--- config.mk ---
export PLATFORM = sky130hd
export DESIGN_NAME = tdc_hit_store
export DESIGN_NICKNAME = d
export VERILOG_FILES = /design/src/rtl/tdc_pkg.sv /design/src/rtl/tdc_edge_qual.sv /design/src/rtl/tdc_lifo.sv /design/src/rtl/tdc_range_filter.sv /design/src/rtl/tdc_hit_store.sv
export SDC_FILE = /design/constraint.sdc
export NUM_CORES = 1
export LEC_CHECK = 0
export ABC_AREA = 1
export BUFFER_PORTS_ARGS = -buffer_cell sky130_fd_sc_hd__clkbuf_2
export CAP_MARGIN = 5
export CELL_PAD_IN_SITES_DETAIL_PLACEMENT = 0
export CELL_PAD_IN_SITES_GLOBAL_PLACEMENT = 1
export CORE_MARGIN = 1.5
export CORE_UTILIZATION = 52
export CTS_BUF_LIST = sky130_fd_sc_hd__clkbuf_4
export DETAILED_ROUTE_END_ITERATION = 7
export PLACE_DENSITY = 0.92
export SYNTH_ARGS = -nofsm -noshare
export SYNTH_HDL_FRONTEND = slang
export SYNTH_SLANG_ARGS = --single-unit
--- constraint.sdc ---
create_clock -name clk_i -period 15.38 [get_ports clk_i]
set_input_delay 0.769 -clock clk_i [delete_from_list [all_inputs] [get_ports clk_i]]
set_output_delay 0.769 -clock clk_i [all_outputs]
set_load 0.02 [all_outputs]
--- src/rtl/tdc_pkg.sv ---
package tdc_pkg;
  localparam int TS_W     = 16;
  localparam int DEPTH    = 16;
  localparam int FS_SHIFT = 4;
  localparam int FS_W     = TS_W - FS_SHIFT;
  localparam int HC_W     = 2;
  localparam int DEP_W    = $clog2(DEPTH + 1);

  typedef enum logic [1:0] {
    EDGE_NONE = 2'b00,
    EDGE_RISE = 2'b01,
    EDGE_FALL = 2'b10,
    EDGE_BOTH = 2'b11
  } edge_sel_e;

  typedef enum logic {ST_ACQ, ST_READ} rd_state_e;
endpackage

--- src/rtl/tdc_edge_qual.sv ---
module tdc_edge_qual (
  input  logic       rise_i,
  input  logic       fall_i,
  input  logic [1:0] sel_i,
  output logic       hit_o
);
  // bit 0 enables rising, bit 1 enables falling; coincident strobes merge
  assign hit_o = (rise_i & sel_i[0]) | (fall_i & sel_i[1]);
endmodule

--- src/rtl/tdc_lifo.sv ---
module tdc_lifo #(
  parameter int W     = 16,
  parameter int DEPTH = 16,
  localparam int CW   = $clog2(DEPTH + 1),
  localparam int IW   = (DEPTH > 1) ? $clog2(DEPTH) : 1
) (
  input  logic          clk_i,
  input  logic          rst_ni,
  input  logic          clear_i,
  input  logic          push_i,
  input  logic [W-1:0]  data_i,
  input  logic [CW-1:0] limit_i,
  input  logic          pop_i,
  output logic [W-1:0]  top_o,
  output logic [CW-1:0] count_o
);
  logic [W-1:0]  mem_q [DEPTH];
  logic [CW-1:0] cnt_q;
  logic          push_ok;
  logic [IW-1:0] top_idx;

  assign push_ok = push_i && (cnt_q < limit_i);
  assign top_idx = IW'(cnt_q - CW'(1));
  assign top_o   = (cnt_q != '0) ? mem_q[top_idx] : '0;
  assign count_o = cnt_q;

  for (genvar g = 0; g < DEPTH; g++) begin : g_slot
    always_ff @(posedge clk_i or negedge rst_ni) begin
      if (!rst_ni)                              mem_q[g] <= '0;
      else if (push_ok && cnt_q == CW'(g))      mem_q[g] <= data_i;
    end
  end

  always_ff @(posedge clk_i or negedge rst_ni) begin
    if (!rst_ni)                      cnt_q <= '0;
    else if (clear_i)                 cnt_q <= '0;
    else if (push_ok)                 cnt_q <= cnt_q + CW'(1);
    else if (pop_i && cnt_q != '0)    cnt_q <= cnt_q - CW'(1);
  end
endmodule

--- src/rtl/tdc_range_filter.sv ---
module tdc_range_filter #(
  parameter int TS_W     = 16,
  parameter int FS_SHIFT = 4,
  localparam int FS_W    = TS_W - FS_SHIFT
) (
  input  logic [TS_W-1:0] stamp_i,
  input  logic [TS_W-1:0] common_i,
  input  logic            stop_mode_i,
  input  logic [FS_W-1:0] full_scale_i,
  input  logic [TS_W-1:0] sparse_i,
  output logic [TS_W-1:0] diff_o,
  output logic            keep_o
);
  logic [TS_W-1:0] limit;

  assign diff_o = stop_mode_i ? (common_i - stamp_i) : (stamp_i - common_i);
  assign limit  = {full_scale_i, {FS_SHIFT{1'b0}}};
  assign keep_o = (diff_o <= limit) && (diff_o > sparse_i);
endmodule

--- src/rtl/tdc_hit_store.sv ---
module tdc_hit_store
  import tdc_pkg::*;
(
  input  logic                clk_i,
  input  logic                rst_ni,
  input  logic [TS_W-1:0]     ts_i,
  input  logic                rise_i,
  input  logic                fall_i,
  input  logic                common_i,
  input  logic [1:0]          edge_sel_i,
  input  logic [DEP_W-1:0]    depth_i,
  input  logic                stop_mode_i,
  input  logic [FS_W-1:0]     full_scale_i,
  input  logic [TS_W-1:0]     sparse_i,
  input  logic                read_start_i,
  input  logic                ready_i,
  output logic                valid_o,
  output logic [HC_W+TS_W-1:0] data_o,
  output logic                done_o,
  output logic [HC_W-1:0]     hit_count_o
);
  rd_state_e        state_q;
  logic [TS_W-1:0]  common_q;
  logic [HC_W-1:0]  total_q;
  logic             hit_raw, acq, push, pop, clear;
  logic [DEP_W-1:0] depth_eff, count;
  logic [TS_W-1:0]  top, diff;
  logic             keep, reading;

  tdc_edge_qual u_qual (
    .rise_i (rise_i),
    .fall_i (fall_i),
    .sel_i  (edge_sel_i),
    .hit_o  (hit_raw)
  );

  always_comb begin
    if (depth_i == '0)                  depth_eff = DEP_W'(1);
    else if (depth_i > DEP_W'(DEPTH))   depth_eff = DEP_W'(DEPTH);
    else                                depth_eff = depth_i;
  end

  assign acq     = (state_q == ST_ACQ);
  assign reading = (state_q == ST_READ);
  assign push    = acq && hit_raw;
  assign done_o  = reading && (count == '0);
  assign clear   = done_o;
  assign valid_o = reading && (count != '0) && keep;
  assign pop     = reading && (count != '0) && (!keep || ready_i);
  assign data_o  = {total_q, diff};
  assign hit_count_o = total_q;

  tdc_lifo #(.W(TS_W), .DEPTH(DEPTH)) u_lifo (
    .clk_i   (clk_i),
    .rst_ni  (rst_ni),
    .clear_i (clear),
    .push_i  (push),
    .data_i  (ts_i),
    .limit_i (depth_eff),
    .pop_i   (pop),
    .top_o   (top),
    .count_o (count)
  );

  tdc_range_filter #(.TS_W(TS_W), .FS_SHIFT(FS_SHIFT)) u_filt (
    .stamp_i      (top),
    .common_i     (common_q),
    .stop_mode_i  (stop_mode_i),
    .full_scale_i (full_scale_i),
    .sparse_i     (sparse_i),
    .diff_o       (diff),
    .keep_o       (keep)
  );

  always_ff @(posedge clk_i or negedge rst_ni) begin
    if (!rst_ni) begin
      state_q  <= ST_ACQ;
      common_q <= '0;
      total_q  <= '0;
    end else begin
      if (acq && common_i) common_q <= ts_i;
      if (clear)           total_q  <= '0;
      else if (push)       total_q  <= total_q + HC_W'(1); // counts even when full
      if (acq && read_start_i) state_q <= ST_READ;
      else if (done_o)         state_q <= ST_ACQ;
    end
  end
endmodule

* Word level (Yosys, flattened, before mapping)
Index checks and enable logic that the tools add are counted.
Word-level totals: memories 0, memory bits (read-only) 0, output and inout bits 22, flip-flop bits (word level) 280, logic and storage cells 98, latch bits 0, bits in writable memories 0
Cells by class: equal/unequal tests 15, add/subtract/negate cells 5, multiply operators 0, bitwise logic cells 5, order comparisons 5, mux-type cells 14, reduce and logical (&&, ||, !) cells 34, div/mod/pow operators 0, shifts and indexed selects 0
Operators by type and width (number):
- 16-bit binary-select mux with 4-bit select | 1
- 16-bit two-way mux | 4
- 5-bit by 4-bit == test with 1-bit output, second input constant | 8
- 16-bit subtractor | 2
- 1-bit logical AND | 26
- 5-bit two-way mux | 5
- 5-bit by 3-bit == test with 1-bit output, second input constant | 4
- 16-bit > comparator | 1
- 16-bit less-or-equal comparator | 1
- 5-bit by 2-bit == test with 1-bit output, second input constant | 2
- 5-bit zero test | 2
- 5-bit by 1-bit adder with 5-bit output, second input constant | 1
- 5-bit by 1-bit == test with 1-bit output, second input constant | 1
- 5-bit >= comparator, second input constant | 1
- 5-bit > comparator, second input constant | 1
- 5-bit < comparator | 1
- 4-bit NOT with 5-bit output | 1
- 5-bit nonzero test | 1
- 5-bit by 1-bit subtractor with 5-bit output, second input constant | 1
- 2-bit two-way mux | 2
- 2-bit nonzero test | 2
- 3-bit nonzero test | 1
- 2-bit by 1-bit adder with 2-bit output, second input constant | 1
- 1-bit bitwise AND | 2
- 5 further kinds | 6

* Longest topological paths before layout
Gate-level depths: netlist of run 1.
word-level depth 17, gate-level depth with buffers 37, mapped depth without buffers 32

* Hierarchy
Synthesis of run 1 repeated with hierarchy kept, for this count alone.
Unflattened totals: cells, all modules 2439, area, all modules 17005.1 sq um
Modules (own cells, without submodules):
- tdc_lifo | cells an instance 1840, seq. area each 6531.3 sq um, times used 1, area each 13524.2 sq um
- tdc_range_filter | cells an instance 486, seq. area each 0.0 sq um, times used 1, area each 2577.5 sq um
- tdc_hit_store | cells an instance 110, seq. area each 475.5 sq um, times used 1, area each 892.1 sq um
- tdc_edge_qual | cells an instance 3, seq. area each 0.0 sq um, times used 1, area each 11.3 sq um

* Least setup slack after synthesis of run 1
No wires, ideal clock.
kind register -> output, start point register u_lifo.cnt_q[0] (netlist: u_lifo.count_o[0]), end point output valid_o, path slack 9766 ps, buffers on the path 5, arrival 4845 ps, cell stages (with the launch flop) 31, path through dfrtp_1 -> buf_2 -> inv_2 -> buf_2 -> buf_2 -> ha_1 -> inv_1 -> buf_2 -> clkbuf_1 -> a21oi_1 -> a32o_1 -> o211ai_1 -> nand3_1 -> inv_1 -> ha_1 -> inv_1 -> fa_1 -> inv_1 -> o21bai_1 -> nand2_1 -> nand3_1 -> o21ai_0 -> o21ai_0 -> xor2_1 -> ha_1 -> nand2_1 -> nor2_1 -> nand2_1 -> nor2_1 -> a21oi_1 -> and3_1
Between the ends: longest elaborated chain between the ends 11, elaborated cells between the ends (all ways) 15
RTL lines:
- from (decl) | line tdc_lifo.sv:18 | logic [CW-1:0] cnt_q;
- from (signal assigned) | line tdc_lifo.sv:37 | else if (push_ok) cnt_q <= cnt_q + CW'(1);
- from (signal assigned) | line tdc_lifo.sv:38 | else if (pop_i && cnt_q != '0) cnt_q <= cnt_q - CW'(1);
- 5-bit by 1-bit subtractor with 5-bit output | line tdc_lifo.sv:23 | assign top_idx = IW'(cnt_q - CW'(1));
- 4-bit NOT with 5-bit output (implied by the code) | line tdc_lifo.sv:24 | assign top_o = (cnt_q != '0) ? mem_q[top_idx] : '0;
- 16-bit binary-select mux with 4-bit select | line tdc_lifo.sv:24
- 16-bit two-way mux (implied by the code) (2 in a row) | line tdc_lifo.sv:24
- 16-bit two-way mux (*) | line tdc_lifo.sv:24
- 16-bit subtractor | line tdc_range_filter.sv:16 | assign diff_o = stop_mode_i ? (common_i - stamp_i) : (stamp_i - common_i);
- 16-bit two-way mux (*) | line tdc_range_filter.sv:16
- net data_o[10] | line tdc_hit_store.sv:18 | output logic [HC_W+TS_W-1:0] data_o,
- 16-bit less-or-equal comparator / 16-bit > comparator (equally long branches) | line tdc_range_filter.sv:18 | assign keep_o = (diff_o <= limit) && (diff_o > sparse_i);
- 1-bit logical AND (*) | line tdc_range_filter.sv:18
- 1-bit logical AND (*) | line tdc_hit_store.sv:48 | assign valid_o = reading && (count != '0) && keep;
- to (decl) | line tdc_hit_store.sv:17 | output logic valid_o,
The timed path passes the listed nets; every way through them passes the cells marked *. The select of a mux whose other input is x is not followed.

* Worst setup path in the final report of run 1
start point register u_lifo.cnt_q[0] (netlist: u_lifo.count_o[0]), end point output valid_o
Between the ends: longest elaborated chain between the ends 11, elaborated cells between the ends (all ways) 15
RTL lines (line):
- 5-bit by 1-bit subtractor with 5-bit output | tdc_lifo.sv:23
- 4-bit NOT with 5-bit output (implied by the code) | tdc_lifo.sv:24
- 16-bit binary-select mux with 4-bit select | tdc_lifo.sv:24
- 16-bit two-way mux (implied by the code) (2 in a row) | tdc_lifo.sv:24
- 16-bit two-way mux | tdc_lifo.sv:24
- 16-bit subtractor | tdc_range_filter.sv:16
- 16-bit two-way mux | tdc_range_filter.sv:16
- 16-bit less-or-equal comparator / 16-bit > comparator (equally long branches) | tdc_range_filter.sv:18
- 1-bit logical AND | tdc_range_filter.sv:18
- 1-bit logical AND (*) | tdc_hit_store.sv:48
Mark *: on every way between the ends. The rest lies on a longest branch, timed or not. The select of a mux whose other input is x is not followed.

==> results.md, run 1 <==
- Mapped Nets: 2020
- Average size of a mapped cell: 8.03 um2
- Clk_skew: 36.3 ps
- Drt pass-1 iters: 5
- Main flop type after synthesis: dfrtp_1
- Worst-Margin Slew: 1120 ps
- Data arrival, critical path: 7870 ps
- R2R depth: 31
- DRC errors left: 0
- Kind of critical path: reg2out
- CTS sink cnt: 280
- Area contributors post-synth: dfrtp_1, nand2_1, o21ai_0
- Layout Area Growth over Synthesis: 9.08%
- Part of the Yosys area used for sequential elements: 46.1%
- Routed Antenna Nets: 0
- Vias per inst: 5.66
- Status: completed
- Fmax: 116 MHz
- IO Port Bufs: 80
- CTS tree: done
- GRT Total Usage: 29.3%
- Post-synth top area share: 46.1%
- Worst reg2reg setup slack: 7770 ps
- Final setup vio count: 0
- Overall die height: 174 um
- Crit-path slowest cell: dfrtp_4
- Req. time, crit path: 14610 ps
- # Post-CTS Setup Buffers: 0
- IO Pins: 81
- DIE WIDTH: 174 um
- Finished Layout Cells: 2371
- Root Driver: clkbuf_4
- Initial core utilization: 52.9%
- Max Cap Viol: 0
- Worst-Skew Late Latency: 670 ps
- Fill cells: 2750
- Placer Congestion: 0.913
- DR iter-0 viols: 1238
- Synth area leader: dfrtp_1
- Clock buffer depth: 3
- Placed Area: 15600 um2
- Final hold viol count: 0
- DIE AREA: 30200 um2
- Gr ovfl total: 0
- Max-slew headroom: 25.4%
- Share of post-route cells with drive strength above 1: 12.4%
- Final worst path period share: 56.2%
- Post-synth EDFFs: 0
- First-pass GRT wire length: 69400 um
- # nets final: 2070
- Row count: 62
- Initial antenna violation count: 2
- Slew Limit Fails: 0
- Netlist cell types: 39
- CTS Hold Bufs: 0
- Final Util: 57.7%
- Setup TNS: 0 ps
- Worst Setup End Kind: primary output
- Worst path most repeated cell: nand2_1
- Post-synth top cells: nand2_1, dfrtp_1, o21ai_0
- Hpwl dp: 25600 um
- Cell with the most instances after synthesis: nand2_1
- Wirelength per Cell: 18.0 um
- CTS HTree Levels: 3
- Highest fanout seen on the critical path: 92
- Total CTS buffers: 77
- Cells after Synth: 1891
- Reg2reg end: u_lifo.count_o[3]$_DFFE_PN0P_
- Worst r2r src: u_lifo.count_o[0]$_DFFE_PN0P_
- Minimum clock period: 8640 ps
- Share of synthesized registers carrying an async set or reset: 100%
- Final WL: 42600 um
- Post-CTS sizing: 0
- Worst setup SP type: register
- Yosys synthesis warning count: 0
- RSZ-0062 raised after global routing: no
- Core ar.: 28700 um2
- Vias: 13428
- Finished layout cell area: 16600 um2
- Pin count of the biggest net entering global routing: 130
- Synthesis-stage register bit count: 280
- Vias in the first global route: 12762
- Reg clk slew, reported paths: 60 ps
- Post-Place Cells: 2246
- Type of the worst min-delay path: in2async
- CP peak stage delay: 1040 ps
- Synthesized area: 15200 um2
## kinds of logic after synthesis
| group | Yosys count | synth area share (%) |
|---|---|---|
| AOI/OAI and AO/OA | 542 | 20.4 |
| muxes | 4 | 0.264 |
| buffers and inverters | 265 | 7.49 |
| adders and majority gates | 70 | 5.87 |
| xor gates and xnor gates | 24 | 1.48 |
| DFF | 280 | 46.1 |
| and+or+nand+nor | 706 | 18.4 |
## stage by stage
stage | worst slack, ps | hold slack [ps]
final | 6740 | 197
after global routing | 6150 | 265
after CTS | 6830 | 234
after detailed placement | 7550 | 469
after global placement | 7670 | 461
after floorplan | 9770 | 448
## layer usage
layer / up-vias / wire [um] / track usage [%]
met5: - / 0 / 0
met3: 85 / 3490 / 5.42
met2: 560 / 18900 / 45.1
met4: 0 / 1580 / 12.3
li1: 6437 / - / -
met1: 6346 / 18600 / 40.7
## worst max-delay path: cells and delay by family (launching register included)
family	cells	cell delay (ps)
DFF	1	1040
adders and majority gates	3	1040
and+or+nand+nor	14	1740
AOI/OAI and AO/OA	3	760
xor gates and xnor gates	1	380
buffers and inverters	7	2180
## worst max-delay path by stage
| stage | to | startpoint | slack [ps] |
|---|---|---|---|
| 2_1_floorplan | valid_o | u_lifo.count_o[0]$_DFFE_PN0P_ | 9770 |
| 3_3_place_gp | valid_o | u_lifo.count_o[0]$_DFFE_PN0P_ | 7670 |
| 3_5_place_dp | valid_o | u_lifo.count_o[0]$_DFFE_PN0P_ | 7550 |
| 4_1_cts | valid_o | u_lifo.count_o[0]$_DFFE_PN0P_ | 6830 |
| 5_1_grt | valid_o | u_lifo.count_o[0]$_DFFE_PN0P_ | 6150 |
| 6_report | valid_o | u_lifo.count_o[0]$_DFFE_PN0P_ | 6740 |
## state kept, by name, summed over array words and instances (netlist names)
name / count
hit_count_o: 2
reading: 1
u_lifo.count_o: 5
common_q: 16
u_lifo.mem_q: 256
## final cells by class
type / instances / area [um2] / share of cell area, %
Clock buffer: 110 / 826 / 4.99
Inverter: 134 / 505 / 3.05
Multi-Input combinational cell: 1346 / 7060 / 42.6
Clock inverter: 14 / 108 / 0.650
Antenna cell: 1 / 2.50 / 0.0151
Tap cell: 384 / 480 / 2.90
Timing Repair Buffer: 102 / 576 / 3.47
Sequential cell: 280 / 7010 / 42.3
## layout by cell type, fill, tap and decap left out, types with 3 or more instances in the layout
cell type,count
a22oi_1,29
o21ai_2,13
ha_1,68
a21oi_1,130
xor2_1,15
nor2_1,43
nand2_2,4
nand2_1,584
buf_4,22
o21ai_0,233
mux2i_1,4
dfrtp_1,279
clkinv_1,8
clkbuf_4,110
xor2_2,3
clkbuf_2,79
o21ai_1,61
nand4_1,8
xnor2_1,5
inv_1,130
inv_2,5
o21bai_1,6
nand3_1,58
a21o_1,3
a32o_1,27
nor3_1,3
o211ai_1,32
Power of run 1 is not shown: default switching activity piles up to over one toggle a cycle in this logic, so the estimate is an artifact.
==> inputs of run 2 (changes only) <==
--- a/config.mk
+++ b/config.mk
@@ -5,16 +5,16 @@
 export SDC_FILE = /design/constraint.sdc
 export NUM_CORES = 1
 export LEC_CHECK = 0
-export ABC_AREA = 1
+export ABC_AREA = 0
 export BUFFER_PORTS_ARGS = -buffer_cell sky130_fd_sc_hd__clkbuf_2
 export CAP_MARGIN = 5
 export CELL_PAD_IN_SITES_DETAIL_PLACEMENT = 0
 export CELL_PAD_IN_SITES_GLOBAL_PLACEMENT = 1
 export CORE_MARGIN = 1.5
-export CORE_UTILIZATION = 52
+export CORE_UTILIZATION = 48
 export CTS_BUF_LIST = sky130_fd_sc_hd__clkbuf_4
 export DETAILED_ROUTE_END_ITERATION = 7
-export PLACE_DENSITY = 0.92
+export PLACE_DENSITY = 0.83
 export SYNTH_ARGS = -nofsm -noshare
 export SYNTH_HDL_FRONTEND = slang
 export SYNTH_SLANG_ARGS = --single-unit
==> constraint.sdc (replaced) <==
create_clock -name clk_i -period 7.62 [get_ports clk_i]
set_input_delay 0.381 -clock clk_i [delete_from_list [all_inputs] [get_ports clk_i]]
set_output_delay 0.381 -clock clk_i [all_outputs]
set_load 0.02 [all_outputs]
==> results.md, run 2 <==
- Crit-path leading delay family: simple AND/OR/NAND/NOR gates
- Initial core utilization: 49.0%
- Hold Path Origin: ts_i[5]
- Total CTS buffers: 73
- Synthesis-stage register bit count: 280
- Slew Limit Fails: 0
- Drt pass-1 iters: 8
- Post-synth top area share: 46.5%
- Main flop type after synthesis: dfrtp_1
- Overall die height: 180 um
- Fmax: 140 MHz
- Cells after Synth: 1190
- DRC errors left: 9
- Row count: 64
- Max-slew headroom: 32.5%
- Cell with the most instances after synthesis: dfrtp_1
- IO Port Bufs: 80
- CTS tree: done
- Clock buffer depth: 3
- Hold EP: common_q[5]$_DFFE_PN0P_
- DR iter-0 viols: 579
- Placed Area: 15900 um2
- Worst path cell trace: inv_1 -> ha_4 -> buf_6 -> mux4_2 -> nand2_1 -> nand3_1 -> nand3_1 -> inv_1 -> ha_1 -> nand2_1 -> a21oi_1 -> o221ai_1 -> or3_1 -> a31oi_1 -> a31oi_1 -> xnor2_2 -> ha_1 -> nand4_1 -> or4_1 -> o221ai_1 -> o21ai_0 -> nor3_2 -> clkbuf_2
- Largest register FFs: 256
- Worst reg2reg setup slack: 1290 ps
- Highest fanout seen on the critical path: 13
- Status: finished, violations left
- Reg2reg end: u_lifo.count_o[2]$_DFFE_PN0P_
- Proportion of synthesized area in mux cells: 30.2%
- Layout Area Growth over Synthesis: 12.1%
- Simple-gate share of the synthesized area: 7.32%
- Worst Hold Depth: 3
- Vias per inst: 5.69
- Vias: 9919
- Crit-path slowest cell: or4_1
- DIE WIDTH: 180 um
- Type of the worst min-delay path: in2reg
- Placer Congestion: 0.834
- # nets final: 1434
- Reg clk slew, reported paths: 60 ps
- Post-Synth XOR/XNOR Area: 1.22%
- Post-synth top cells: dfrtp_1, mux2_2, nand2_1
- Share of synthesized registers carrying an async set or reset: 100%
- CTS HTree Levels: 3
- Final setup vio count: 0
- CTS sink cnt: 280
- Root Driver: clkbuf_4
- Core ar.: 30700 um2
- Most frequent cells in the layout: dfrtp_1, mux2_2, nand2_1
- DIE AREA: 32500 um2
- Area contributors post-synth: dfrtp_1, mux2_2, mux4_2
- GRT Total Usage: 22.4%
- Worst setup SP type: register
- Share of post-route cells with drive strength above 1: 42.3%
- Final WL: 34900 um
- Hpwl dp: 23000 um
- Part of the Yosys area used for sequential elements: 46.5%
- Initial antenna violation count: 3
- Minimum clock period: 7160 ps
- Worst-Skew Late Latency: 700 ps
- Kind of critical path: reg2out
- Clk_skew: 45.9 ps
- Worst-Margin Slew: 1010 ps
- Post-synth EDFFs: 0
- Netlist cell types: 59
- First-pass GRT wire length: 57400 um
- Routed Antenna Nets: 0
- Finished layout cell area: 16900 um2
- Largest family of logic cells by synthesized area: multiplexers
- Synthesized area: 15100 um2
- Failing checks: design-rule violations
- Compound-cell area share of the yosys netlist: 4.61%
- Mapped Nets: 1319
- Register bank with the most flops: u_lifo.mem_q
- Buf/Inv on CP: 4
- Yosys synthesis warning count: 0
- Synth area leader: dfrtp_1
- R2R depth: 23
- Average size of a mapped cell: 12.7 um2
- Gr ovfl total: 0
- Vias in the first global route: 10684
- IO Pins: 81
- Pin count of the biggest net entering global routing: 155
- Max Cap Viol: 0
- Adder-cell share of the synthesized area: 5.91%
- Most common cell after layout, fill and taps aside: dfrtp_1
- Req. time, crit path: 7240 ps
- Wirelength per Cell: 20.0 um
- CP peak stage delay: 490 ps
- Final hold viol count: 0
- Final worst path period share: 93.9%
- Data arrival, critical path: 6770 ps
- Setup TNS: 0 ps
- Worst r2r src: u_lifo.count_o[1]$_DFFE_PN0P_
- Worst Setup End Kind: primary output
==> run 2: cell types whose count changed after synthesis, moves of 20 or more <==
cell | before | now
a21oi_1 | 130 | 26
a22oi_1 | 29 | 1
a32o_1 | 27 | 2
buf_2 | 45 | 20
clkbuf_1 | 69 | 42
inv_1 | 131 | 74
mux2_2 | 0 | 233
mux2_4 | 0 | 30
mux4_2 | 0 | 64
nand2_1 | 584 | 112
nor2_1 | 43 | 23
o211ai_1 | 32 | 1
o21ai_0 | 233 | 21
o21ai_1 | 61 | 1
==> run 2: worst max path at each step <==
| stage | slack, ps | endpoint | cells after the start | startpoint |
|---|---|---|---|---|
| 6_report | 460 | valid_o | 23 | u_lifo.count_o[1]$_DFFE_PN0P_ |
| 5_1_grt | -30 | valid_o | 23 | u_lifo.count_o[1]$_DFFE_PN0P_ |
| 4_1_cts | 20 | valid_o | 24 | u_lifo.count_o[0]$_DFFE_PN0P_ |
| 3_5_place_dp | 650 | valid_o | 23 | u_lifo.count_o[1]$_DFFE_PN0P_ |
| 3_3_place_gp | 790 | valid_o | 23 | u_lifo.count_o[1]$_DFFE_PN0P_ |
| 2_1_floorplan | 420 | valid_o | 28 | u_lifo.count_o[0]$_DFFE_PN0P_ |
==> run 2: routing by layer <==
layer | global-route usage [%] | share of wire (%) | vias up
met5 | 0 | 0.077 | -
met4 | 6.76 | 1.8 | 4
met3 | 4.95 | 5.2 | 60
met2 | 37.0 | 48 | 238
met1 | 29.5 | 45 | 5071
li1 | - | - | 4546
==> run 2: worst register-to-register path, cell delays in order, from the launching register on <==
cell and delay [ps]:
dfrtp_1 460, inv_1 190, ha_4 470, buf_6 230, mux4_2 360, nand2_1 90, nand3_1 110, nand3_1 200
inv_1 70, ha_1 380, nand2_1 90, a21oi_1 190, o221ai_1 200, or3_1 430, a31oi_1 270, a31oi_1 190
xnor2_2 200, ha_1 320, nand4_1 180, or4_1 490, o221ai_1 240, o21ai_0 220, o31ai_1 290, mux2_2 360
==> run 2: area by class of cell <==
type,instances,area (um2)
Sequential cell,280,7010
Timing Repair Buffer,115,714
Tap cell,396,495
Antenna cell,1,2.50
Clock buffer,102,766
Clock inverter,15,113
Fill cell,2608,13900
Inverter,74,278
Multi-Input combinational cell,761,7520
==> run 2: through the flow <==
stage,hold WS (ps),setup slack [ps],utilization (%),instances
floorplan,85.4,418,-,1190
global placement,482,786,51.6,1618
detailed placement,489,652,51.6,1618
CTS,142,17.7,54.6,1737
global route,185,-27.0,54.9,1744
finish,177,464,54.9,1744
==> run 2: cell families after synthesis <==
kind of cell | count (synthesis)
flip-flops | 280
multiplexers | 331
XOR/XNOR | 21
buffers and inverters | 149
AND/OR/NAND/NOR | 236
AO/OA/AOI/OAI | 103
adder cells (fa/ha/maj) | 70
==> run 2: timing repair <==
| item | in CTS | in global routing |
|---|---|---|
| resized for setup | 2 | 11 |
| setup endpoints to repair | 1 | 1 |
| buffers inserted | 0 | 6 |
| pin swaps | 0 | 2 |
| hold buffers | 2 | 0 |
| endpoints found under the hold margin | 127 | 0 |
Power of run 2 is left out for the same reason.
